### config.mk
export PLATFORM = sky130hd
export DESIGN_NAME = ctl3w_ctrl
export DESIGN_NICKNAME = d
export VERILOG_FILES = /design/src/rtl/ctl3w_pkg.sv /design/src/rtl/ctl3w_sync.sv /design/src/rtl/ctl3w_shift.sv /design/src/rtl/ctl3w_core.sv /design/src/rtl/ctl3w_ctrl.sv
export SDC_FILE = /design/constraint.sdc
export NUM_CORES = 1
export LEC_CHECK = 0
export ABC_AREA = 1
export BUFFER_PORTS_ARGS = -buffer_cell sky130_fd_sc_hd__buf_2
export CORE_MARGIN = 2
export CORE_UTILIZATION = 50
export DETAILED_ROUTE_END_ITERATION = 16
export PLACE_DENSITY = 0.73
export SYNTH_ARGS = -nofsm -noshare
export SYNTH_HDL_FRONTEND = slang
export SYNTH_SLANG_ARGS = --single-unit
### constraint.sdc
create_clock -name clk_i -period 1.5 [get_ports clk_i]
set_input_delay 0.3 -clock clk_i [delete_from_list [all_inputs] [get_ports clk_i]]
set_output_delay 0.3 -clock clk_i [all_outputs]
set_load 0.03 [all_outputs]
### src/rtl/ctl3w_pkg.sv
package ctl3w_pkg;
  localparam int VOL_W = 6;
  localparam int SUB_W = 2;
  localparam int DE_W  = 3;

  typedef enum logic [1:0] {
    BANK_NONE = 2'd0,
    BANK_DATA = 2'd1,
    BANK_STAT = 2'd2
  } bank_e;

  localparam logic [1:0] XFER_DATA = 2'b00;
  localparam logic [1:0] XFER_STAT = 2'b10;

  localparam logic [1:0] SEL_VOL  = 2'b00;
  localparam logic [1:0] SEL_SUB  = 2'b01;
  localparam logic [1:0] SEL_FEAT = 2'b10;
  localparam logic [1:0] SEL_CHAN = 2'b11;
endpackage

### src/rtl/ctl3w_sync.sv
module ctl3w_sync #(
  parameter int W      = 3,
  parameter int STAGES = 2
) (
  input  logic         clk_i,
  input  logic         rst_ni,
  input  logic [W-1:0] async_i,
  output logic [W-1:0] sync_o
);
  logic [STAGES-1:0][W-1:0] stage_q;

  for (genvar s = 0; s < STAGES; s++) begin : g_stage
    if (s == 0) begin : g_first
      always_ff @(posedge clk_i or negedge rst_ni) begin
        if (!rst_ni) stage_q[0] <= '0;
        else         stage_q[0] <= async_i;
      end
    end else begin : g_next
      always_ff @(posedge clk_i or negedge rst_ni) begin
        if (!rst_ni) stage_q[s] <= '0;
        else         stage_q[s] <= stage_q[s-1];
      end
    end
  end

  assign sync_o = stage_q[STAGES-1];
endmodule

### src/rtl/ctl3w_shift.sv
module ctl3w_shift (
  input  logic       clk_i,
  input  logic       rst_ni,
  input  logic       sclk_i,
  input  logic       mode_i,
  input  logic       dat_i,
  output logic       byte_vld_o,
  output logic [7:0] byte_o,
  output logic       byte_addr_o
);
  logic [2:0] cnt_q, cnt_d;
  logic [7:0] sh_q, sh_d;
  logic [7:0] byte_q, byte_d;
  logic       vld_q, vld_d;
  logic       addr_q, addr_d;
  logic       sclk_p_q, mode_p_q;
  logic       rise, mchg;

  assign rise = sclk_i & ~sclk_p_q;
  assign mchg = mode_i ^ mode_p_q;

  always_comb begin
    cnt_d  = cnt_q;
    sh_d   = sh_q;
    byte_d = byte_q;
    addr_d = addr_q;
    vld_d  = 1'b0;
    if (mchg) begin
      cnt_d = 3'd0;
    end else if (rise) begin
      sh_d  = {dat_i, sh_q[7:1]};
      cnt_d = cnt_q + 3'd1;
      if (cnt_q == 3'd7) begin
        vld_d  = 1'b1;
        byte_d = {dat_i, sh_q[7:1]};
        addr_d = ~mode_i;
      end
    end
  end

  always_ff @(posedge clk_i or negedge rst_ni) begin
    if (!rst_ni) begin
      cnt_q    <= 3'd0;
      sh_q     <= 8'd0;
      byte_q   <= 8'd0;
      vld_q    <= 1'b0;
      addr_q   <= 1'b0;
      sclk_p_q <= 1'b0;
      mode_p_q <= 1'b0;
    end else begin
      cnt_q    <= cnt_d;
      sh_q     <= sh_d;
      byte_q   <= byte_d;
      vld_q    <= vld_d;
      addr_q   <= addr_d;
      sclk_p_q <= sclk_i;
      mode_p_q <= mode_i;
    end
  end

  assign byte_vld_o  = vld_q;
  assign byte_o      = byte_q;
  assign byte_addr_o = addr_q;


  vld_pulse_chk: assert property (@(posedge clk_i) disable iff (!rst_ni)
    byte_vld_o |=> !byte_vld_o);


  mode_abort_chk: assert property (@(posedge clk_i) disable iff (!rst_ni)
    (mode_i != mode_p_q) |=> !byte_vld_o);
endmodule

### src/rtl/ctl3w_core.sv
module ctl3w_core
  import ctl3w_pkg::*;
#(
  parameter int         NCH    = 6,
  parameter logic [5:0] DEV_ID = 6'b000100
) (
  input  logic                 clk_i,
  input  logic                 rst_ni,
  input  logic                 strap_i,
  input  logic                 byte_vld_i,
  input  logic [7:0]           byte_i,
  input  logic                 byte_addr_i,
  output logic [NCH*VOL_W-1:0] vol_o,
  output logic [NCH*SUB_W-1:0] sub_o,
  output logic [NCH-1:0]       mute_o,
  output logic [NCH-1:0]       pol_o,
  output logic [NCH-1:0]       sil_o,
  output logic [DE_W-1:0]      deemph_o,
  output logic [1:0]           ratio_o,
  output logic [2:0]           fmt_o,
  output logic                 quick_o,
  output logic                 power_o
);
  localparam logic [2:0] NCH_C = 3'(NCH);

  bank_e      bank_q, bank_d;
  logic       all_q, all_d;
  logic [2:0] chan_q, chan_d;
  logic [DE_W-1:0] de_q, de_d;
  logic [1:0] ratio_q, ratio_d;
  logic [2:0] fmt_q, fmt_d;
  logic       quick_q, quick_d, power_q, power_d;

  logic       data_wr, stat_wr, rst_bit;
  logic [1:0] sel;
  logic [5:0] dev_addr;

  assign sel      = byte_i[7:6];
  assign dev_addr = {DEV_ID[5:1], strap_i};
  assign data_wr  = byte_vld_i && !byte_addr_i && (bank_q == BANK_DATA);
  assign stat_wr  = byte_vld_i && !byte_addr_i && (bank_q == BANK_STAT);
  assign rst_bit  = stat_wr && !byte_i[7] && byte_i[5];

  // selection, pointer and global fields
  always_comb begin
    bank_d  = bank_q;
    all_d   = all_q;
    chan_d  = chan_q;
    de_d    = de_q;
    ratio_d = ratio_q;
    fmt_d   = fmt_q;
    quick_d = quick_q;
    power_d = power_q;
    if (byte_vld_i && byte_addr_i) begin
      if (byte_i[7:2] != dev_addr)         bank_d = BANK_NONE;
      else if (byte_i[1:0] == XFER_DATA)   bank_d = BANK_DATA;
      else if (byte_i[1:0] == XFER_STAT)   bank_d = BANK_STAT;
      else                                 bank_d = BANK_NONE;
    end
    if (data_wr && sel == SEL_CHAN) begin
      all_d  = byte_i[3];
      chan_d = byte_i[2:0];
    end
    if (data_wr && sel == SEL_FEAT && all_q) de_d = byte_i[5:3];
    if (stat_wr && !byte_i[7]) begin
      ratio_d = byte_i[4:3];
      fmt_d   = byte_i[2:0];
    end
    if (stat_wr && sel == 2'b10) begin
      quick_d = byte_i[1];
      power_d = byte_i[0];
    end
    if (rst_bit) begin
      de_d    = '0;
      quick_d = 1'b0;
      power_d = 1'b1;
    end
  end

  always_ff @(posedge clk_i or negedge rst_ni) begin
    if (!rst_ni) begin
      bank_q  <= BANK_NONE;
      all_q   <= 1'b1;
      chan_q  <= 3'd0;
      de_q    <= '0;
      ratio_q <= 2'd0;
      fmt_q   <= 3'd0;
      quick_q <= 1'b0;
      power_q <= 1'b1;
    end else begin
      bank_q  <= bank_d;
      all_q   <= all_d;
      chan_q  <= chan_d;
      de_q    <= de_d;
      ratio_q <= ratio_d;
      fmt_q   <= fmt_d;
      quick_q <= quick_d;
      power_q <= power_d;
    end
  end

  // per-channel registers
  for (genvar c = 0; c < NCH; c++) begin : g_ch
    logic             hit;
    logic [VOL_W-1:0] vol_q, vol_d;
    logic [SUB_W-1:0] sub_q, sub_d, stg_q, stg_d;
    logic             mute_q, mute_d, pol_q, pol_d, sil_q, sil_d;

    assign hit = all_q || (chan_q == 3'(c));

    always_comb begin
      vol_d  = vol_q;
      sub_d  = sub_q;
      stg_d  = stg_q;
      mute_d = mute_q;
      pol_d  = pol_q;
      sil_d  = sil_q;
      if (data_wr && hit) begin
        unique case (sel)
          SEL_VOL: begin
            vol_d = byte_i[VOL_W-1:0];
            sub_d = stg_q;
          end
          SEL_SUB:  stg_d = byte_i[SUB_W-1:0];
          SEL_FEAT: begin
            mute_d = byte_i[2];
            sil_d  = byte_i[1];
            pol_d  = byte_i[0];
          end
          default: ;
        endcase
      end
      if (rst_bit) begin
        vol_d  = '0;
        sub_d  = '0;
        stg_d  = '0;
        mute_d = 1'b0;
        pol_d  = 1'b0;
        sil_d  = 1'b1;
      end
    end

    always_ff @(posedge clk_i or negedge rst_ni) begin
      if (!rst_ni) begin
        vol_q  <= '0;
        sub_q  <= '0;
        stg_q  <= '0;
        mute_q <= 1'b0;
        pol_q  <= 1'b0;
        sil_q  <= 1'b1;
      end else begin
        vol_q  <= vol_d;
        sub_q  <= sub_d;
        stg_q  <= stg_d;
        mute_q <= mute_d;
        pol_q  <= pol_d;
        sil_q  <= sil_d;
      end
    end

    assign vol_o[c*VOL_W +: VOL_W] = vol_q;
    assign sub_o[c*SUB_W +: SUB_W] = sub_q;
    assign mute_o[c] = mute_q;
    assign pol_o[c]  = pol_q;
    assign sil_o[c]  = sil_q;
  end

  assign deemph_o = de_q;
  assign ratio_o  = ratio_q;
  assign fmt_o    = fmt_q;
  assign quick_o  = quick_q;
  assign power_o  = power_q;


  desel_quiet_chk: assert property (@(posedge clk_i) disable iff (!rst_ni)
    (byte_vld_i && !byte_addr_i && bank_q == BANK_NONE) |=>
      ($stable(vol_o) && $stable(mute_o) && $stable(pol_o) && $stable(sil_o) &&
       $stable(deemph_o) && $stable(ratio_o) && $stable(power_o)));


  sys_hold_chk: assert property (@(posedge clk_i) disable iff (!rst_ni)
    !stat_wr |=> ($stable(ratio_o) && $stable(fmt_o) && $stable(quick_o) && $stable(power_o)));


  soft_reset_chk: assert property (@(posedge clk_i) disable iff (!rst_ni)
    rst_bit |=> (power_o && !quick_o && mute_o == '0 && pol_o == '0 && sil_o == '1 &&
                 deemph_o == '0 && vol_o == '0 && sub_o == '0));


  bad_chan_chk: assert property (@(posedge clk_i) disable iff (!rst_ni)
    (data_wr && !all_q && chan_q >= NCH_C && sel != SEL_CHAN) |=>
      ($stable(vol_o) && $stable(sub_o) && $stable(mute_o) && $stable(pol_o) && $stable(sil_o)));


  deemph_gate_chk: assert property (@(posedge clk_i) disable iff (!rst_ni)
    (data_wr && !all_q) |=> $stable(deemph_o));
endmodule

### src/rtl/ctl3w_ctrl.sv
module ctl3w_ctrl
  import ctl3w_pkg::*;
#(
  parameter int         NCH         = 6,
  parameter logic [5:0] DEV_ID      = 6'b000100,
  parameter int         SYNC_STAGES = 2
) (
  input  logic                 clk_i,
  input  logic                 rst_ni,
  input  logic                 ser_clk_i,
  input  logic                 ser_mode_i,
  input  logic                 ser_dat_i,
  input  logic                 addr_strap_i,
  output logic [NCH*VOL_W-1:0] vol_o,
  output logic [NCH*SUB_W-1:0] subvol_o,
  output logic [NCH-1:0]       mute_o,
  output logic [NCH-1:0]       invert_o,
  output logic [NCH-1:0]       silence_en_o,
  output logic [DE_W-1:0]      deemph_o,
  output logic [1:0]           clk_ratio_o,
  output logic [2:0]           in_fmt_o,
  output logic                 quick_mute_o,
  output logic                 power_on_o
);
  logic [2:0] pins_s;
  logic       byte_vld, byte_addr;
  logic [7:0] byte_val;

  ctl3w_sync #(.W(3), .STAGES(SYNC_STAGES)) u_sync (
    .clk_i   (clk_i),
    .rst_ni  (rst_ni),
    .async_i ({ser_dat_i, ser_mode_i, ser_clk_i}),
    .sync_o  (pins_s)
  );

  ctl3w_shift u_shift (
    .clk_i       (clk_i),
    .rst_ni      (rst_ni),
    .sclk_i      (pins_s[0]),
    .mode_i      (pins_s[1]),
    .dat_i       (pins_s[2]),
    .byte_vld_o  (byte_vld),
    .byte_o      (byte_val),
    .byte_addr_o (byte_addr)
  );

  ctl3w_core #(.NCH(NCH), .DEV_ID(DEV_ID)) u_core (
    .clk_i       (clk_i),
    .rst_ni      (rst_ni),
    .strap_i     (addr_strap_i),
    .byte_vld_i  (byte_vld),
    .byte_i      (byte_val),
    .byte_addr_i (byte_addr),
    .vol_o       (vol_o),
    .sub_o       (subvol_o),
    .mute_o      (mute_o),
    .pol_o       (invert_o),
    .sil_o       (silence_en_o),
    .deemph_o    (deemph_o),
    .ratio_o     (clk_ratio_o),
    .fmt_o       (in_fmt_o),
    .quick_o     (quick_mute_o),
    .power_o     (power_on_o)
  );
endmodule

* Word level (Yosys, flattened, before mapping)
Cells that the tools add are included.
** Operators by class
- Reduce and logical (&&, ||, !) cells :: 59
- Bitwise gates (word level) :: 5
- Muxes and demuxes :: 97
- Add/subtract/negate cells :: 1
- Equal/unequal tests :: 13
** Operators by type and width (count)
- $mux W6 :: 13
- $mux W2 :: 34
- $mux W1 :: 46
- $reduce_and A2 Y1 :: 19
- $reduce_bool A2 Y1 :: 12
- $logic_and A1 B1 Y1 :: 16
- $mux W3 :: 4
- $eq A3 B3 Y1 const B :: 3
- $eq A2 B2 Y1 const B :: 4
- $eq A3 B2 Y1 const B :: 2
- $logic_or A1 B1 Y1 :: 6
- $ne A6 B3 Y1 :: 1
- $eq A2 B1 Y1 const B :: 2
- $logic_not A2 Y1 :: 2
- $add A3 B1 Y3 const B :: 1
- $eq A3 B1 Y1 const B :: 1
- $logic_not A3 Y1 :: 1
- $not A1 Y1 :: 3
- $reduce_and A3 Y1 :: 1
- $logic_not A1 Y1 :: 2
- $and A1 B1 Y1 :: 1
- $xor A1 B1 Y1 :: 1
** Storage, ports and cells
- Input port bits :: 6
- Output and inout port bits :: 76
- Word-level logic and storage cells :: 228
- Flip-flop bits (word level) :: 123

* Longest topological paths before layout
- Depth after elaboration :: 7
- Gate-level depth with buffers :: 9
- Mapped depth without buffers :: 8

* Modules after synthesis
A second synthesis with hierarchy kept.
** Unflattened totals
- Cells, all modules :: 613
- Area total of the unflattened synthesis :: 5436.5 µm²
** By module, submodules not included
- ctl3w_core :: area an instance 4317.9 µm², cells each 507, times used 1, sequential area each 2362.3 µm²
- ctl3w_shift :: area an instance 945.9 µm², cells each 97, times used 1, sequential area each 550.5 µm²
- ctl3w_sync :: area an instance 172.7 µm², cells each 9, times used 1, sequential area each 150.1 µm²

* Least setup slack after synthesis
No wires, ideal clock.
- Kind :: flip-flop to flip-flop
- Start point :: register u_shift.addr_q (netlist: u_shift.byte_addr_o)
- End point :: register u_core.g_ch[5].sub_q[0]
- Cell stages (with the launch flop) :: 10
- Arrival :: 1237 ps
- Clock period less this slack :: 1355 ps
- Path buffers :: 1
- Required time :: 1382 ps
- Setup time :: 118 ps
- Path slack :: 145 ps
- Cells stage by stage :: dfrtp_1 -> inv_2 -> nand2_2 -> nor2_4 -> nand3_4 -> nand2_2 -> buf_4 -> nand2_2 -> nand2_1 -> nand2_1
** Between the ends
- Word-level cells in the longest chain between the ends :: 7
- Elaborated cells on any way between the ends :: 11
- Those cells by class :: mux: 1; reduce/logical: 10
** Ends and longest elaborated chain
- from (decl) :: line ctl3w_shift.sv:15 : logic addr_q, addr_d;
- from (signal assigned) :: line ctl3w_shift.sv:55 : addr_q <= addr_d;
- $logic_not A1 Y1 (*) :: line ctl3w_core.sv:40, ctl3w_core.sv:41
- $logic_and A1 B1 Y1 (*) :: line ctl3w_core.sv:40, ctl3w_core.sv:41
- $logic_and A1 B1 Y1 :: line ctl3w_core.sv:41 : assign stat_wr = byte_vld_i && !byte_addr_i && (bank_q == BANK_STAT);
- $logic_and A1 B1 Y1 (2 in a row) :: line ctl3w_core.sv:42 : assign rst_bit = stat_wr && !byte_i[7] && byte_i[5];
- $reduce_bool A2 Y1 (no source line)
- $reduce_and A2 Y1 (no source line)
- to (signal assigned) :: line ctl3w_core.sv:153 : sub_q <= sub_d;
- to (decl) :: line ctl3w_core.sv:106 : logic [SUB_W-1:0] sub_q, sub_d, stg_q, stg_d;
Mark *: on every way between the ends. The rest lies on a longest branch, timed or not.
A chain may end at the register's enable or synchronous reset.

* Worst setup path in the final report
- Start point :: register u_core.bank_q[0]
- End point :: register u_core.g_ch[0].vol_q[5]
** Between the ends
- Word-level cells in the longest chain between the ends :: 6
- Elaborated cells on any way between the ends :: 11
- Those cells by class :: eq/ne: 2; mux: 1; reduce/logical: 8
** Ends and longest elaborated chain
- from (decl) :: line ctl3w_core.sv:26 : bank_e bank_q, bank_d;
- from (signal assigned) :: line ctl3w_core.sv:91 : bank_q <= bank_d;
- $eq A2 B2 Y1 :: line ctl3w_core.sv:41
- $logic_and A1 B1 Y1 :: line ctl3w_core.sv:41
- $logic_and A1 B1 Y1 (2 in a row) :: line ctl3w_core.sv:42
- $reduce_bool A2 Y1 (no source line)
- $reduce_and A2 Y1 (no source line)
- to (signal assigned) :: line ctl3w_core.sv:152 : vol_q <= vol_d;
- to (decl) :: line ctl3w_core.sv:105 : logic [VOL_W-1:0] vol_q, vol_d;
Parallel ways exist; a longest one is shown, timed or not.

==> summary.txt <==
Critical path
  – Worst setup path start: u_core.bank_q[0]
  – RR Startpoint: u_core.bank_q[0]
  – Worst setup path end: u_core.g_ch[0].vol_q[5]
  – R2R Setup Slk: -10 ps
  – Setup crit start kind: register
  – Worst EP required: about 1900 ps
  – Crit path arrival time: between 1500 and 2000 ps
  – FF-to-FF path depth: 9
  – CP Capture Type: register
  – Crit Path Class: reg -> reg
  – R2R Path End: u_core.g_ch[0].vol_q[5]
  – Max FO, Critical Path: 8

Yosys
  – Cell count after synthesis: between 500 and 600
  – Sequential element share of the synthesized area: 0.584
  – Net Count, Synth: roughly 600
  – Cell taking the most area after synthesis: dfrtp_1
  – Synth top area share: 0.544
  – Syn Std Cell Area: approximately 5200 um^2
  – Syn Area/Cell: between 8 and 9 um^2
  – #FFs+latches synth: between 100 and 150
  – Synth cell types: 22
  – Synth top area cells: dfrtp_1, nand2_1, nand4_1
  – Synth warn: 0

Layout
  – Nets: between 700 and 800
  – FF/Latch Area: approximately 3000 um^2
  – Non-filler cells in the finished layout: 844
  – Synthesis-to-layout area growth: 31.6%
  – Layout filler cell count: ~780
  – Finished Core Util: 0.672
  – Commonest non-fill, non-tap cell in the layout: nand2_1
  – Layout cells sized above 1: 0.340
  – Antenna diodes: 0
  – Multi-input logic area: 2030 um^2
  – Commonest non-fill, non-tap cells in the layout: nand2_1, dfrtp_1, buf_2

Floorplan
  – I/O pins: 82
  – Initial core utilization: 0.511
  – Die height: 106 um
  – Core ar.: a little over 10000 um^2
  – Chip width: about 110 um
  – Die ar.: 11300 um^2
  – # rows: 37

GRT
  – First-pass GRT wire length: between 20000 and 25000 um
  – Tot GR Track Use: 0.248
  – Vias in the first global route: 4550
  – Largest net degree at the start of global routing: 68
  – Overflow after GRT: 0
  – Initial antenna violation count: 0

Power and ir drop
  – Pwr/cell area: 1110 nW/um^2
  – Max VDD drop: around 800 uV
  – Lkg Pwr: approximately 3.8 nW

Placement
  – # port buffers: approximately 80
  – Routability congestion estimate: 0.894
  – Placed wire-length estimate: approximately 9000 um
  – Placed Cells incl. Taps: 803

STA
  – Setup ws final: -12.5 ps
  – Worst slew margin: 0.769
  – RSZ-0062 raised after global routing: yes
  – Final slew viol count: 0
  – Final Hold Vio Count: 0
  – Fmax: approximately 660 MHz
  – Period minus WS final: 1510 ps
  – Final setup fails: 5
  – Worst Skew: ~11 ps
  – Slew at the pin closest to its max-slew limit: roughly 340 ps
  – Final Cycle Share: 1.01

Route
  – Vias: about 4.6k
  – DR WL/cell: between 15 and 20 um
  – Initial DRC Count: 340
  – DR vias/cell: 5.43
  – Post-route DRC: 0
  – Post-Route WL: ~13000 um
  – Initial DRT Pass Iterations: 5
  – DRT antenna net count: 0

CTS
  – Clk slew on worst S/H paths: around 60 ps
  – Clock buffer depth: 2
  – TritonCTS Buffers: 17
  – # clock sinks: between 100 and 150
  – CTS tree: yes
  – CTS root buf: clkbuf_8
  – Worst-Skew Late Latency: 520 ps
  – CTS H-Tree Depth: 4

Status
  – Status: complete, but fails checks
  – Failing checks: setup timing

Hold path
  – Min-Delay Path Class: in -> reg

Job
  – Number of max-cap violations: 0
==> worst min-delay path by stage <==
stage | end | slack [ps] | startpoint | cells past startpoint
floorplan | u_core.bank_q[0] | 4 | rst_ni | 0
global placement | u_core.g_ch[4].pol_q | 330 | rst_ni | 2
detailed placement | u_core.g_ch[4].pol_q | 330 | rst_ni | 2
CTS | u_core.bank_q[1] | 90 | addr_strap_i | 4
global route | u_core.bank_q[0] | 130 | addr_strap_i | 4
finish | u_core.bank_q[1] | 110 | addr_strap_i | 4
==> synthesized netlist by cell type <==
library cell and instances:
nand2_1 240, dfrtp_1 114, nand4_1 66, inv_1 31, o21ai_0 28, nand3_1 26
buf_4 21, buf_2 14, clkbuf_1 13, nand2_2 10, dfstp_2 8, nor2_1 8
inv_2 4, ha_1 2, nor2_2 2, xnor2_1 2, a21oi_1 1, buf_1 1
clkinv_1 1, nand3_4 1, nor2_4 1, nor3_1 1
==> routing by layer <==
metal | track usage | up-vias | wire [um]
met5 | 0 | - | 0
met4 | 0.0993 | 0 | 271
met3 | 0.0601 | 32 | 905
met2 | 0.396 | 192 | 6560
met1 | 0.327 | 2229 | 5550
li1 | - | 2132 | -
==> power breakdown <==
group / total, mW / internal [mW] / switching, mW / leakage, nW
logic: 0.215 / 0.0741 / 0.141 / 1.87
registers: 3.43 / 3.38 / 0.0476 / 1.64
clock network: 4.03 / 2.53 / 1.50 / 0.280
==> stage by stage <==
stage,setup slack (ps),total power [mW],hold slack [ps],TNS [ps],cell area (um^2)
final,-12.5,7.67,111,-34.4,6910
after global routing,-92.9,7.94,126,-3260,6910
after CTS,-20.3,7.72,94.1,-38.5,6630
after detailed placement,-26.5,3.69,332,-56.9,5920
after global placement,21.8,3.67,333,0,5920
after floorplan,145,3.57,4.41,0,5250
==> registers in the layout (all words and copies together), names as in the netlist, 2 cells and up <==
signal,count
u_core.g_ch.sil_q,6
u_shift.sh_q,7
u_core.g_ch.sub_q,12
u_shift.cnt_q,3
u_sync.sync_o,3
u_sync.stage_q,3
u_core.g_ch.stg_q,12
u_shift.byte_o,8
u_core.bank_q,2
u_core.chan_q,3
u_core.fmt_o,3
u_core.ratio_o,2
u_core.g_ch.mute_q,6
u_core.g_ch.vol_q,36
u_core.deemph_o,3
u_core.g_ch.pol_q,6
==> cell type report <==
class | count | area share
inverters | 36 | 0.0196
clock inverters | 14 | 0.0254
well taps | 136 | 0.0246
repair buffers | 130 | 0.133
flip-flops and latches | 122 | 0.443
clock buffers | 17 | 0.0600
multi-input cells | 389 | 0.294
==> kinds of logic after synthesis <==
family | Yosys count | share of synthesized area
simple gates | 355 | 0.302
flops | 122 | 0.584
buf+inv | 85 | 0.0791
compound gates | 29 | 0.0277
xor+xnor | 2 | 0.00334
fa+ha+maj | 2 | 0.00477
==> what timing repair did <==
item,4_1_cts,5_1_grt
resized for setup,16,78
endpoints found under the hold margin,117,0
cloned,1,0
endpoints found under the setup margin,22,83
setup buffers,2,3
hold buffers,4,0
pin swaps,0,7
==> critical path: stages, from the launching register on <==
cell and delay, ps:
dfrtp_1 390, inv_1 80, nand2_2 70, nor2_4 150, nand3_4 160, nand2_4 140, buf_12 170, nand2_8 100
nand2_2 80, nand2_1 50
Power figures use the tool's default switching activity.
